**src/rtl/sharer_pkg.sv**
```systemverilog
package sharer_pkg;
   typedef enum logic [1:0] {
      SH_ADD    = 2'd0,
      SH_REMOVE = 2'd1,
      SH_CLEAR  = 2'd2,
      SH_QUERY  = 2'd3
   } sh_op_e;

   localparam int OVF_RECYCLE   = 0;
   localparam int OVF_BROADCAST = 1;
endpackage

```
**src/rtl/sharer_slot_update.sv**
```systemverilog
module sharer_slot_update
   import sharer_pkg::*;
#(
   parameter int NODES    = 16,
   parameter int PTRS     = 4,
   parameter int OVF_MODE = OVF_RECYCLE,
   localparam int NW = $clog2(NODES),
   localparam int PW = (PTRS > 1) ? $clog2(PTRS) : 1
) (
   input  sh_op_e          op,
   input  logic [NW-1:0]   node,
   input  logic [NW-1:0]   ptr_in  [PTRS],
   input  logic [PTRS-1:0] vld_in,
   input  logic            bc_in,
   input  logic [PW-1:0]   vic_in,
   output logic [NW-1:0]   ptr_out [PTRS],
   output logic [PTRS-1:0] vld_out,
   output logic            bc_out,
   output logic [PW-1:0]   vic_out,
   output logic            fin_fire,
   output logic [NW-1:0]   fin_node
);
   logic ovf_fin;
   logic ovf_bc;

   generate
      if (OVF_MODE == OVF_BROADCAST) begin : g_bcast
         assign ovf_fin = 1'b0;
         assign ovf_bc  = 1'b1;
      end else begin : g_recycle
         assign ovf_fin = 1'b1;
         assign ovf_bc  = 1'b0;
      end
   endgenerate

   logic [PTRS-1:0] match_v;
   logic            free_any;
   logic [PW-1:0]   free_idx;
   logic [PW-1:0]   vic_inc;

   always_comb begin
      for (int i = 0; i < PTRS; i++) begin
         match_v[i] = vld_in[i] && (ptr_in[i] == node);
      end
   end

   always_comb begin
      free_any = 1'b0;
      free_idx = '0;
      for (int i = PTRS - 1; i >= 0; i--) begin
         if (!vld_in[i]) begin
            free_any = 1'b1;
            free_idx = PW'(i);
         end
      end
   end

   assign vic_inc = (vic_in == PW'(PTRS - 1)) ? '0 : PW'(vic_in + PW'(1));

   always_comb begin
      ptr_out  = ptr_in;
      vld_out  = vld_in;
      bc_out   = bc_in;
      vic_out  = vic_in;
      fin_fire = 1'b0;
      fin_node = ptr_in[vic_in];
      unique case (op)
         SH_ADD: begin
            if (!bc_in && (match_v == '0)) begin
               if (free_any) begin
                  ptr_out[free_idx] = node;
                  vld_out[free_idx] = 1'b1;
               end else if (ovf_bc) begin
                  bc_out  = 1'b1;
                  vld_out = '0;
               end else begin
                  ptr_out[vic_in] = node;
                  fin_fire        = ovf_fin;
                  vic_out         = vic_inc;
               end
            end
         end
         SH_REMOVE: begin
            if (!bc_in) vld_out = vld_in & ~match_v;
         end
         SH_CLEAR: begin
            vld_out = '0;
            bc_out  = 1'b0;
            vic_out = '0;
         end
         default: ;
      endcase
   end
endmodule

```
**src/rtl/sharer_target_mask.sv**
```systemverilog
module sharer_target_mask #(
   parameter int NODES = 16,
   parameter int PTRS  = 4,
   localparam int NW = $clog2(NODES)
) (
   input  logic [NW-1:0]    ptr_in [PTRS],
   input  logic [PTRS-1:0]  vld_in,
   input  logic             bc_in,
   input  logic [NW-1:0]    req,
   output logic [NODES-1:0] mask
);
   always_comb begin
      mask = bc_in ? '1 : '0;
      for (int i = 0; i < PTRS; i++) begin
         if (vld_in[i]) mask[ptr_in[i]] = 1'b1;
      end
      mask[req] = 1'b0;
   end
endmodule

```
**src/rtl/sharer_inv_stream.sv**
```systemverilog
module sharer_inv_stream #(
   parameter int NODES = 16,
   localparam int NW = $clog2(NODES)
) (
   input  logic             clk,
   input  logic             rst_n,
   input  logic             load,
   input  logic [NODES-1:0] load_mask,
   input  logic [NW-1:0]    load_req,
   output logic             busy,
   output logic             inv_valid,
   output logic [NW-1:0]    inv_node,
   output logic             inv_last
);
   logic [NODES-1:0] pend_q;
   logic [NODES-1:0] lowbit;
   logic [NW-1:0]    req_q;

   assign lowbit    = pend_q & (~pend_q + NODES'(1));
   assign busy      = |pend_q;
   assign inv_valid = busy;
   assign inv_last  = busy && ((pend_q & (pend_q - NODES'(1))) == '0);

   always_comb begin
      inv_node = '0;
      for (int i = 0; i < NODES; i++) begin
         if (lowbit[i]) inv_node = NW'(i);
      end
   end

   always_ff @(posedge clk) begin
      if (!rst_n) begin
         pend_q <= '0;
         req_q  <= '0;
      end else if (load) begin
         pend_q <= load_mask;
         req_q  <= load_req;
      end else begin
         pend_q <= pend_q & ~lowbit;
      end
   end

   AST_SKIP_REQUESTER: assert property (@(posedge clk) disable iff (!rst_n)
      inv_valid |-> (inv_node != req_q)) else $error("requester emitted");
   AST_ASCENDING_IDS: assert property (@(posedge clk) disable iff (!rst_n)
      (inv_valid && !inv_last) |=> (inv_valid && (inv_node > $past(inv_node))))
      else $error("stream order broken");
   AST_LOAD_WHEN_IDLE: assert property (@(posedge clk) disable iff (!rst_n)
      load |-> !busy) else $error("query accepted mid-stream");
endmodule

```
**src/rtl/sharer_ptr_tracker.sv**
```systemverilog
module sharer_ptr_tracker
   import sharer_pkg::*;
#(
   parameter int NODES    = 16,
   parameter int PTRS     = 4,
   parameter int ENTRIES  = 8,
   parameter int OVF_MODE = OVF_RECYCLE
) (
   input  logic                        clk,
   input  logic                        rst_n,
   input  logic                        cmd_valid,
   output logic                        cmd_ready,
   input  logic [1:0]                  cmd_op,
   input  logic [$clog2(ENTRIES)-1:0]  cmd_entry,
   input  logic [$clog2(NODES)-1:0]    cmd_node,
   output logic                        inv_valid,
   output logic [$clog2(NODES)-1:0]    inv_node,
   output logic                        inv_last,
   output logic                        fin_valid,
   output logic [$clog2(NODES)-1:0]    fin_node
);
   localparam int NW = $clog2(NODES);
   localparam int PW = (PTRS > 1) ? $clog2(PTRS) : 1;

   generate
      if (NODES < 2 || (NODES & (NODES - 1)) != 0) begin : g_bad_nodes
         $error("NODES must be a power of two of at least 2");
      end
      if (ENTRIES < 2 || (ENTRIES & (ENTRIES - 1)) != 0) begin : g_bad_entries
         $error("ENTRIES must be a power of two of at least 2");
      end
      if (PTRS < 1 || PTRS >= NODES) begin : g_bad_ptrs
         $error("PTRS must lie between 1 and NODES-1");
      end
      if (OVF_MODE != OVF_RECYCLE && OVF_MODE != OVF_BROADCAST) begin : g_bad_mode
         $error("OVF_MODE must select recycle or broadcast");
      end
   endgenerate

   sh_op_e op;
   logic   accept;
   logic   busy;
   assign op        = sh_op_e'(cmd_op);
   assign cmd_ready = !busy;
   assign accept    = cmd_valid && cmd_ready;

   logic [NW-1:0]   ptr_q [ENTRIES][PTRS];
   logic [PTRS-1:0] vld_q [ENTRIES];
   logic            bc_q  [ENTRIES];
   logic [PW-1:0]   vic_q [ENTRIES];

   logic [NW-1:0]    sel_ptr [PTRS];
   logic [NW-1:0]    nxt_ptr [PTRS];
   logic [PTRS-1:0]  nxt_vld;
   logic             nxt_bc;
   logic [PW-1:0]    nxt_vic;
   logic             upd_fin;
   logic [NW-1:0]    upd_fin_node;
   logic [NODES-1:0] tgt_mask;

   assign sel_ptr = ptr_q[cmd_entry];

   sharer_slot_update #(
      .NODES(NODES), .PTRS(PTRS), .OVF_MODE(OVF_MODE)
   ) u_update (
      .op       (op),
      .node     (cmd_node),
      .ptr_in   (sel_ptr),
      .vld_in   (vld_q[cmd_entry]),
      .bc_in    (bc_q[cmd_entry]),
      .vic_in   (vic_q[cmd_entry]),
      .ptr_out  (nxt_ptr),
      .vld_out  (nxt_vld),
      .bc_out   (nxt_bc),
      .vic_out  (nxt_vic),
      .fin_fire (upd_fin),
      .fin_node (upd_fin_node)
   );

   sharer_target_mask #(
      .NODES(NODES), .PTRS(PTRS)
   ) u_mask (
      .ptr_in (sel_ptr),
      .vld_in (vld_q[cmd_entry]),
      .bc_in  (bc_q[cmd_entry]),
      .req    (cmd_node),
      .mask   (tgt_mask)
   );

   sharer_inv_stream #(
      .NODES(NODES)
   ) u_stream (
      .clk       (clk),
      .rst_n     (rst_n),
      .load      (accept && (op == SH_QUERY)),
      .load_mask (tgt_mask),
      .load_req  (cmd_node),
      .busy      (busy),
      .inv_valid (inv_valid),
      .inv_node  (inv_node),
      .inv_last  (inv_last)
   );

   always_ff @(posedge clk) begin
      if (!rst_n) begin
         for (int e = 0; e < ENTRIES; e++) begin
            for (int p = 0; p < PTRS; p++) ptr_q[e][p] <= '0;
            vld_q[e] <= '0;
            bc_q[e]  <= 1'b0;
            vic_q[e] <= '0;
         end
      end else if (accept && (op != SH_QUERY)) begin
         ptr_q[cmd_entry] <= nxt_ptr;
         vld_q[cmd_entry] <= nxt_vld;
         bc_q[cmd_entry]  <= nxt_bc;
         vic_q[cmd_entry] <= nxt_vic;
      end
   end

   always_ff @(posedge clk) begin
      if (!rst_n) begin
         fin_valid <= 1'b0;
         fin_node  <= '0;
      end else begin
         fin_valid <= accept && upd_fin;
         fin_node  <= upd_fin_node;
      end
   end

   AST_FIN_FROM_ADD: assert property (@(posedge clk) disable iff (!rst_n)
      fin_valid |-> $past(accept && (op == SH_ADD))) else $error("stray forced invalidation");
   AST_READY_AFTER_LAST: assert property (@(posedge clk) disable iff (!rst_n)
      $rose(cmd_ready) |-> $past(inv_last)) else $error("stream ended without last");
   AST_CLEAR_EMPTIES: assert property (@(posedge clk) disable iff (!rst_n)
      $past(accept && (op == SH_CLEAR)) |->
         ((vld_q[$past(cmd_entry)] == '0) && !bc_q[$past(cmd_entry)]))
      else $error("clear left state behind");

   for (genvar e = 0; e < ENTRIES; e++) begin : g_chk_entry
      AST_BCAST_NO_PTRS: assert property (@(posedge clk) disable iff (!rst_n)
         bc_q[e] |-> (vld_q[e] == '0)) else $error("broadcast entry holds pointers");
      for (genvar i = 0; i < PTRS; i++) begin : g_i
         for (genvar j = i + 1; j < PTRS; j++) begin : g_j
            AST_UNIQUE_PTRS: assert property (@(posedge clk) disable iff (!rst_n)
               !(vld_q[e][i] && vld_q[e][j] && (ptr_q[e][i] == ptr_q[e][j])))
               else $error("duplicate pointer");
         end
      end
   end
endmodule

```
**config.mk**
```make
export PLATFORM = sky130hd
export DESIGN_NAME = sharer_ptr_tracker
export DESIGN_NICKNAME = d
export VERILOG_FILES = /design/src/rtl/sharer_pkg.sv /design/src/rtl/sharer_slot_update.sv /design/src/rtl/sharer_target_mask.sv /design/src/rtl/sharer_inv_stream.sv /design/src/rtl/sharer_ptr_tracker.sv
export SDC_FILE = /design/constraint.sdc
export NUM_CORES = 1
export LEC_CHECK = 0
export ABC_AREA = 1
export BUFFER_PORTS_ARGS = -buffer_cell sky130_fd_sc_hd__buf_2
export CAP_MARGIN = 10
export CORE_UTILIZATION = 30
export CTS_CLUSTER_DIAMETER = 80
export DETAILED_ROUTE_END_ITERATION = 16
export PLACE_DENSITY = 0.53
export SYNTH_ARGS = -nofsm -noshare
export SYNTH_HDL_FRONTEND = slang
export SYNTH_HIERARCHICAL = 1
export SYNTH_SLANG_ARGS = --single-unit
export TNS_END_PERCENT = 5
```
**constraint.sdc**
```tcl
create_clock -name clk -period 3.6 [get_ports clk]
set_input_delay 0 -clock clk [delete_from_list [all_inputs] [get_ports clk]]
set_output_delay 0 -clock clk [all_outputs]
set_load 0.005 [all_outputs]
```
== After elaboration in Yosys (flattened, before gate mapping) ==
Memories as Yosys holds them, arrays and structs flattened.
Index checks and enable logic that the tools add are counted.

* Multiplexer cells: 81
* Bitwise operators: 16
* $add $sub $neg: 3
* Reductions and logical operators: 28
* $lt $le $gt $ge: 16
* Equal/unequal tests: 9

{| class="wikitable"
|+ Operator list
! cell !! number
|-
| 16-bit two-way mux || 10
|-
| 16-bit AND || 4
|-
| 4-bit two-way mux || 16
|-
| 16-bit OR || 4
|-
| 16-bit inverter || 3
|-
| 16-bit bitwise mux || 2
|-
| 16-bit OR reduction || 2
|-
| 4-bit by 5-bit < comparator with 1-bit output (second input constant) || 5
|-
| 1-bit two-way mux || 24
|-
| 3-bit two-way mux || 8
|-
| 1-bit demux with 4-bit select || 5
|-
| 4-bit by 1-bit greater-or-equal comparator with 1-bit output (second input constant) || 5
|-
| 2-bit two-way mux || 10
|-
| 1-bit logical AND || 18
|-
| 16-bit by 1-bit adder with 16-bit output (second input constant) || 1
|-
| 4-bit demux with 2-bit select || 2
|-
| 4-bit == test || 4
|-
| 16-bit logical NOT || 1
|-
| 16-bit by 1-bit subtractor with 16-bit output (second input constant) || 1
|-
| 4-bit one-hot mux with 3 select lines || 1
|-
| 4-bit binary-select mux with 2-bit select || 1
|-
| 2-bit == test (second input constant) || 3
|-
| 3-bit greater-or-equal comparator (second input constant) || 2
|-
| 3-bit by 1-bit < comparator with 1-bit output (second input constant) || 2
|-
| other kinds (17) || 19
|}

* RAM bits: 184
* Output and inout port bits: 12
* Flip-flop bits (word level): 21
* Memories kept: 4
* Logic and storage cells: 160
* Input port bits: 12

{| class="wikitable"
|+ Memories
! name !! words !! bits a word !! rd ports !! clocked after Yosys merged registers in !! write ports !! line !! text
|-
| ptr_q || 8 || 16 || 1 || 0 || 8 || sharer_ptr_tracker.sv:47 || <nowiki>logic [NW-1:0] ptr_q [ENTRIES][PTRS];</nowiki>
|-
| vld_q || 8 || 4 || 1 || 0 || 8 || sharer_ptr_tracker.sv:48 || <nowiki>logic [PTRS-1:0] vld_q [ENTRIES];</nowiki>
|-
| vic_q || 8 || 2 || 1 || 0 || 8 || sharer_ptr_tracker.sv:50 || <nowiki>logic [PW-1:0] vic_q [ENTRIES];</nowiki>
|-
| bc_q || 8 || 1 || 1 || 0 || 8 || sharer_ptr_tracker.sv:49 || <nowiki>logic bc_q [ENTRIES];</nowiki>
|}

== Depth between registers and ports, before layout ==
* Depth in word-level cells: 18
* Mapped depth: 24

== By module ==
Netlist, hierarchy kept.

{| class="wikitable"
|+ By module, submodules not included
! module !! instances !! area an instance (µm²) !! cells each
|-
| sharer_ptr_tracker || 1 || 8,798.4 || 1,011
|-
| sharer_slot_update || 1 || 1,567.8 || 336
|-
| sharer_inv_stream || 1 || 954.7 || 146
|-
| sharer_target_mask || 1 || 923.4 || 226
|}

== Least setup slack after synthesis ==
OpenSTA, ideal clock, no wires.

* Kind: flip-flop to flip-flop
* Start: reg u_stream.pend_q[6]
* End: mem ptr_q[5][0] (netlist name), enable pin
* Stages on the path, launching flop included: 14
* Arrival time: 2,215 ps
* Clock period less this slack: 2,594 ps
* Slack: 1,006 ps
* Path through: dfxtp_1 nor2_1 nand2_1 nor2_1 nand2_1 nor2_1 nand2_1 inv_1 nand3_2 nor2_4 buf_6 nand2_2 buf_2 nand2_1

{| class="wikitable"
|+ RTL lines
! what !! line !! text
|-
| from (decl) || sharer_inv_stream.sv:15 || <nowiki>logic [NODES-1:0] pend_q;</nowiki>
|-
| from (signal assigned) || sharer_inv_stream.sv:36 || <nowiki>pend_q <= load_mask;</nowiki>
|-
| from (signal assigned) || sharer_inv_stream.sv:39 || <nowiki>pend_q <= pend_q & ~lowbit;</nowiki>
|-
| to (decl) || sharer_ptr_tracker.sv:47 ||
|}

==> results.sh <==
export IMPL_fin_setup_tns_ns=0
export IMPL_portBuffers=23
export IMPL_path_buf_inv=2
export IMPL_timing_rr_end="vld_q[0][0]$_SDFFCE_PN0P_"
export IMPL_wl_per_cell_um=17.5
export IMPL_cp_arrival_ns=3.33
export IMPL_post_cts_buffers=0
export IMPL_grt_setup_unrepaired="no"
export IMPL_cpPeakStageDelay_ns=0.37
export IMPL_synth_cell_types=33
export IMPL_grt_pass1_vias=10300
export IMPL_fillers=4292
export IMPL_vias_per_cell=4.84
export IMPL_setup_viol=0
export IMPL_fin_nets=1749
export IMPL_clock_sinks=205
export IMPL_drtIter0Drc=902
export IMPL_synthesis_nets=1735
export IMPL_max_slew_margin_rel_pct=48.2
export IMPL_netlist_area_sq_um=12200
export IMPL_internal_power_mw=4.46
export IMPL_clkSlewWorstSetupHoldPaths_ns=0.06
export IMPL_layout_commonest_cell="nand2_1"
export IMPL_holdPathStages=6
export IMPL_combinationalPowerShare_pct=15.3
export IMPL_overflow=0
export IMPL_synth_top_area_cell="edfxtp_1"
export IMPL_grt_pass1_wl_um=61000
export IMPL_seqPwrFrac_pct=43.0
export IMPL_dieArea_sq_um=41600
export IMPL_area_growth_pct=13.0
export IMPL_critPathTopFamily="simple AND/OR/NAND/NOR gates"
export IMPL_drc_errors=0
export IMPL_critPathLaunchType="flop"
export IMPL_htree_num_levels=1
export IMPL_tightest_slew_ns=0.777
export IMPL_slew_viol_final=0
export IMPL_antenna_found_initial=0
export IMPL_crit_fanout=17
export IMPL_numCtsBuffers=26
export IMPL_start_util_pct=30.6
export IMPL_antenna_cells=0
export IMPL_cts_buffer_depth=3
export IMPL_path_common_cell="nand2_1"
export IMPL_pin_count=24
export IMPL_whs_endpoint="bc_q[6]$_DFF_P_"
export IMPL_synthCells=1719
export IMPL_firstDrtPassIters=5
export IMPL_power_density_nw_per_um2=453
export IMPL_critPathKind="flop to flop"
export IMPL_die_h_um=204
export IMPL_max_cap_violations=0
export IMPL_min_path_type="primary input to flop"
export IMPL_core_sq_um=40000
export IMPL_r2r_start="ptr_q[6][11]$_SDFFCE_PN0P_"
export IMPL_routabilityCongestion=0.962
export IMPL_drt_total_wl_um=39800
export IMPL_layout_common_cells="nand2_1, nor2_1, edfxtp_1, inv_1, nand3_1"
export IMPL_rows=73
export IMPL_final_layout_size_suffix_gt1_share_pct=8.06
export IMPL_avgSynthCellArea_sq_um=7.12
export IMPL_p_sw_share_pct=28.8
export IMPL_clock_latency_ns=0.57
export IMPL_path_cells="nand2_1, nand2_1, nand2_1, nand2_1, nand2_1, nand2_1, inv_1, nand2_1, nand2_1, nor2_1, nand3_1, nand3_2, nor2_4, nand2_4, nand2_1, nand2_1, nand2_1, inv_1, nor2_1"
export IMPL_synth_seq_cells=205
export IMPL_grt_max_degree=97
export IMPL_ys_seq_area_share_pct=47.9
export IMPL_crit_required_ns=4.01
export IMPL_hold_start="cmd_entry[1]"
export IMPL_cp_slowest_cell="edfxtp_1"
export IMPL_p_leak_nw=6.48
export IMPL_synth_top_area_share_pct=43.2
export IMPL_dieWidth_um=204
export IMPL_period_share_pct=81.0
export IMPL_r2r_setup_slack_ns=0.68
export IMPL_max_freq_mhz=343
export IMPL_worst_r2r_path_depth=19
export IMPL_ant_nets=0
export IMPL_synth_area_leaders="edfxtp_1, nand2_1, nor2_1, dfxtp_1, inv_1"
export IMPL_track_usage_pct=19.2
export IMPL_hold_viol=0
export IMPL_power_frac_clock_pct=41.8
export IMPL_stdcell_count=2274
export IMPL_ir_drop_mv=0.299
export IMPL_synth_warnings=6
export IMPL_critPathCaptureType="flop"
export IMPL_cts_tree="done"
export IMPL_p_sw_mw=1.81
export IMPL_status="finished, final reports clean"
export IMPL_fin_worst_skew_ns=0.0262
export IMPL_dp_cells=2228
export IMPL_vias=11000
export IMPL_cts_root_buf="clkbuf_16"
export IMPL_period_minus_slack_ns=2.92
export IMPL_power_mw=6.27
export IMPL_dp_hpwl_um=25300
-- Yosys cell counts, drive strengths merged --
library cell and count:
a21oi 15, a31oi 1, and3 1, buf 58, clkbuf 25, dfxtp 29
edfxtp 176, ha 4, inv 125, nand2 786, nand3 94, nand4 6
nor2 310, nor3 5, o2111ai 1, o211ai 17, o21a 1, o21ai 59
o41ai 1, or2 1, xor2 4
-- what timing repair did --
action,in CTS,in global routing
setup endpoints to repair,0,0
resized for setup,0,0
hold buffers,2,0
hold endpoints to repair,11,0
-- worst max-delay path by stage --
stage / start / end / slack, ns / cells after the start
floorplan: u_stream/pend_q[6]$_SDFF_PN0_ / ptr_q[5][0]$_SDFFCE_PN0P_ / 1.01 / 13
global placement: cmd_entry[2] / ptr_q[5][3]$_SDFFCE_PN0P_ / 0.41 / 20
detailed placement: cmd_entry[2] / ptr_q[1][3]$_SDFFCE_PN0P_ / 0.40 / 20
CTS: u_stream/pend_q[7]$_SDFF_PN0_ / vld_q[4][2]$_SDFFCE_PN0P_ / 0.72 / 12
global route: u_stream/pend_q[3]$_SDFF_PN0_ / ptr_q[5][0]$_SDFFCE_PN0P_ / 0.48 / 12
finish: ptr_q[6][11]$_SDFFCE_PN0P_ / vld_q[0][0]$_SDFFCE_PN0P_ / 0.68 / 19
-- metrics by stage --
stage	setup WS [ns]	hold WS, ns	cell area (sq um)	utilization (%)
finish	0.684	0.135	13800	34.6
global route	0.478	0.154	13800	34.6
CTS	0.721	0.118	13800	34.6
detailed placement	0.397	0.310	13000	32.4
global placement	0.411	0.308	13000	32.4
floorplan	1.01	0.165	12200	-
-- routing by layer --
metal	global-route usage, %	part of all wire [%]	vias to the layer above
met1	26.2	45	5176
met5	0	0	-
met3	2.50	6.1	64
li1	-	-	5432
met2	31.6	46	332
met4	6.02	3.1	0
-- power groups by stage --
| stage | clock network [mW] | registers (mW) | logic, mW |
|---|---|---|---|
| floorplan | 0 | 2.74 | 0.621 |
| global placement | 0 | 2.74 | 0.945 |
| detailed placement | 0 | 2.74 | 0.946 |
| CTS | 2.67 | 2.69 | 0.951 |
| global route | 2.78 | 2.70 | 1.06 |
| finish | 2.62 | 2.69 | 0.956 |
-- final cells by class --
type                       instances  area, sq um  share of cell area [%]
sequential                       205         5870                    42.4
multi-input combinational       1306         5420                    39.2
clock buffer                      34          681                    4.92
tap                              525          657                    4.75
timing repair buffer              69          568                    4.11
inverter                         125          477                    3.45
clock inverter                    10          160                    1.16
-- cell families (layout without fill, tap and decap cells) --
| logic type | after synthesis | after routing | synth area share (%) |
|---|---|---|---|
| DFF | 205 | 205 | 47.9 |
| xor gates and xnor gates | 4 | 4 | 0.286 |
| buffers and inverters | 208 | 238 | 7.80 |
| and+or+nand+nor | 1203 | 1203 | 39.3 |
| AOI/OAI and AO/OA | 95 | 95 | 4.32 |
| adders and majority gates | 4 | 4 | 0.409 |
-- flip-flops by register name (all words and copies together), names as in the netlist --
signal,cells
bc_q,8
vld_q,32
fin_node,4
vic_q,16
u_stream/pend_q,16
fin_valid,1
ptr_q,128
-- tightest hold or removal path, cell delays in order --
cell and delay (ns):
buf_2 0.13, buf_12 0.21, nand2_1 0.11, nor2_1 0.06, nand3_1 0.07, nand2_1 0.05
Power figures use the tool's default switching activity.
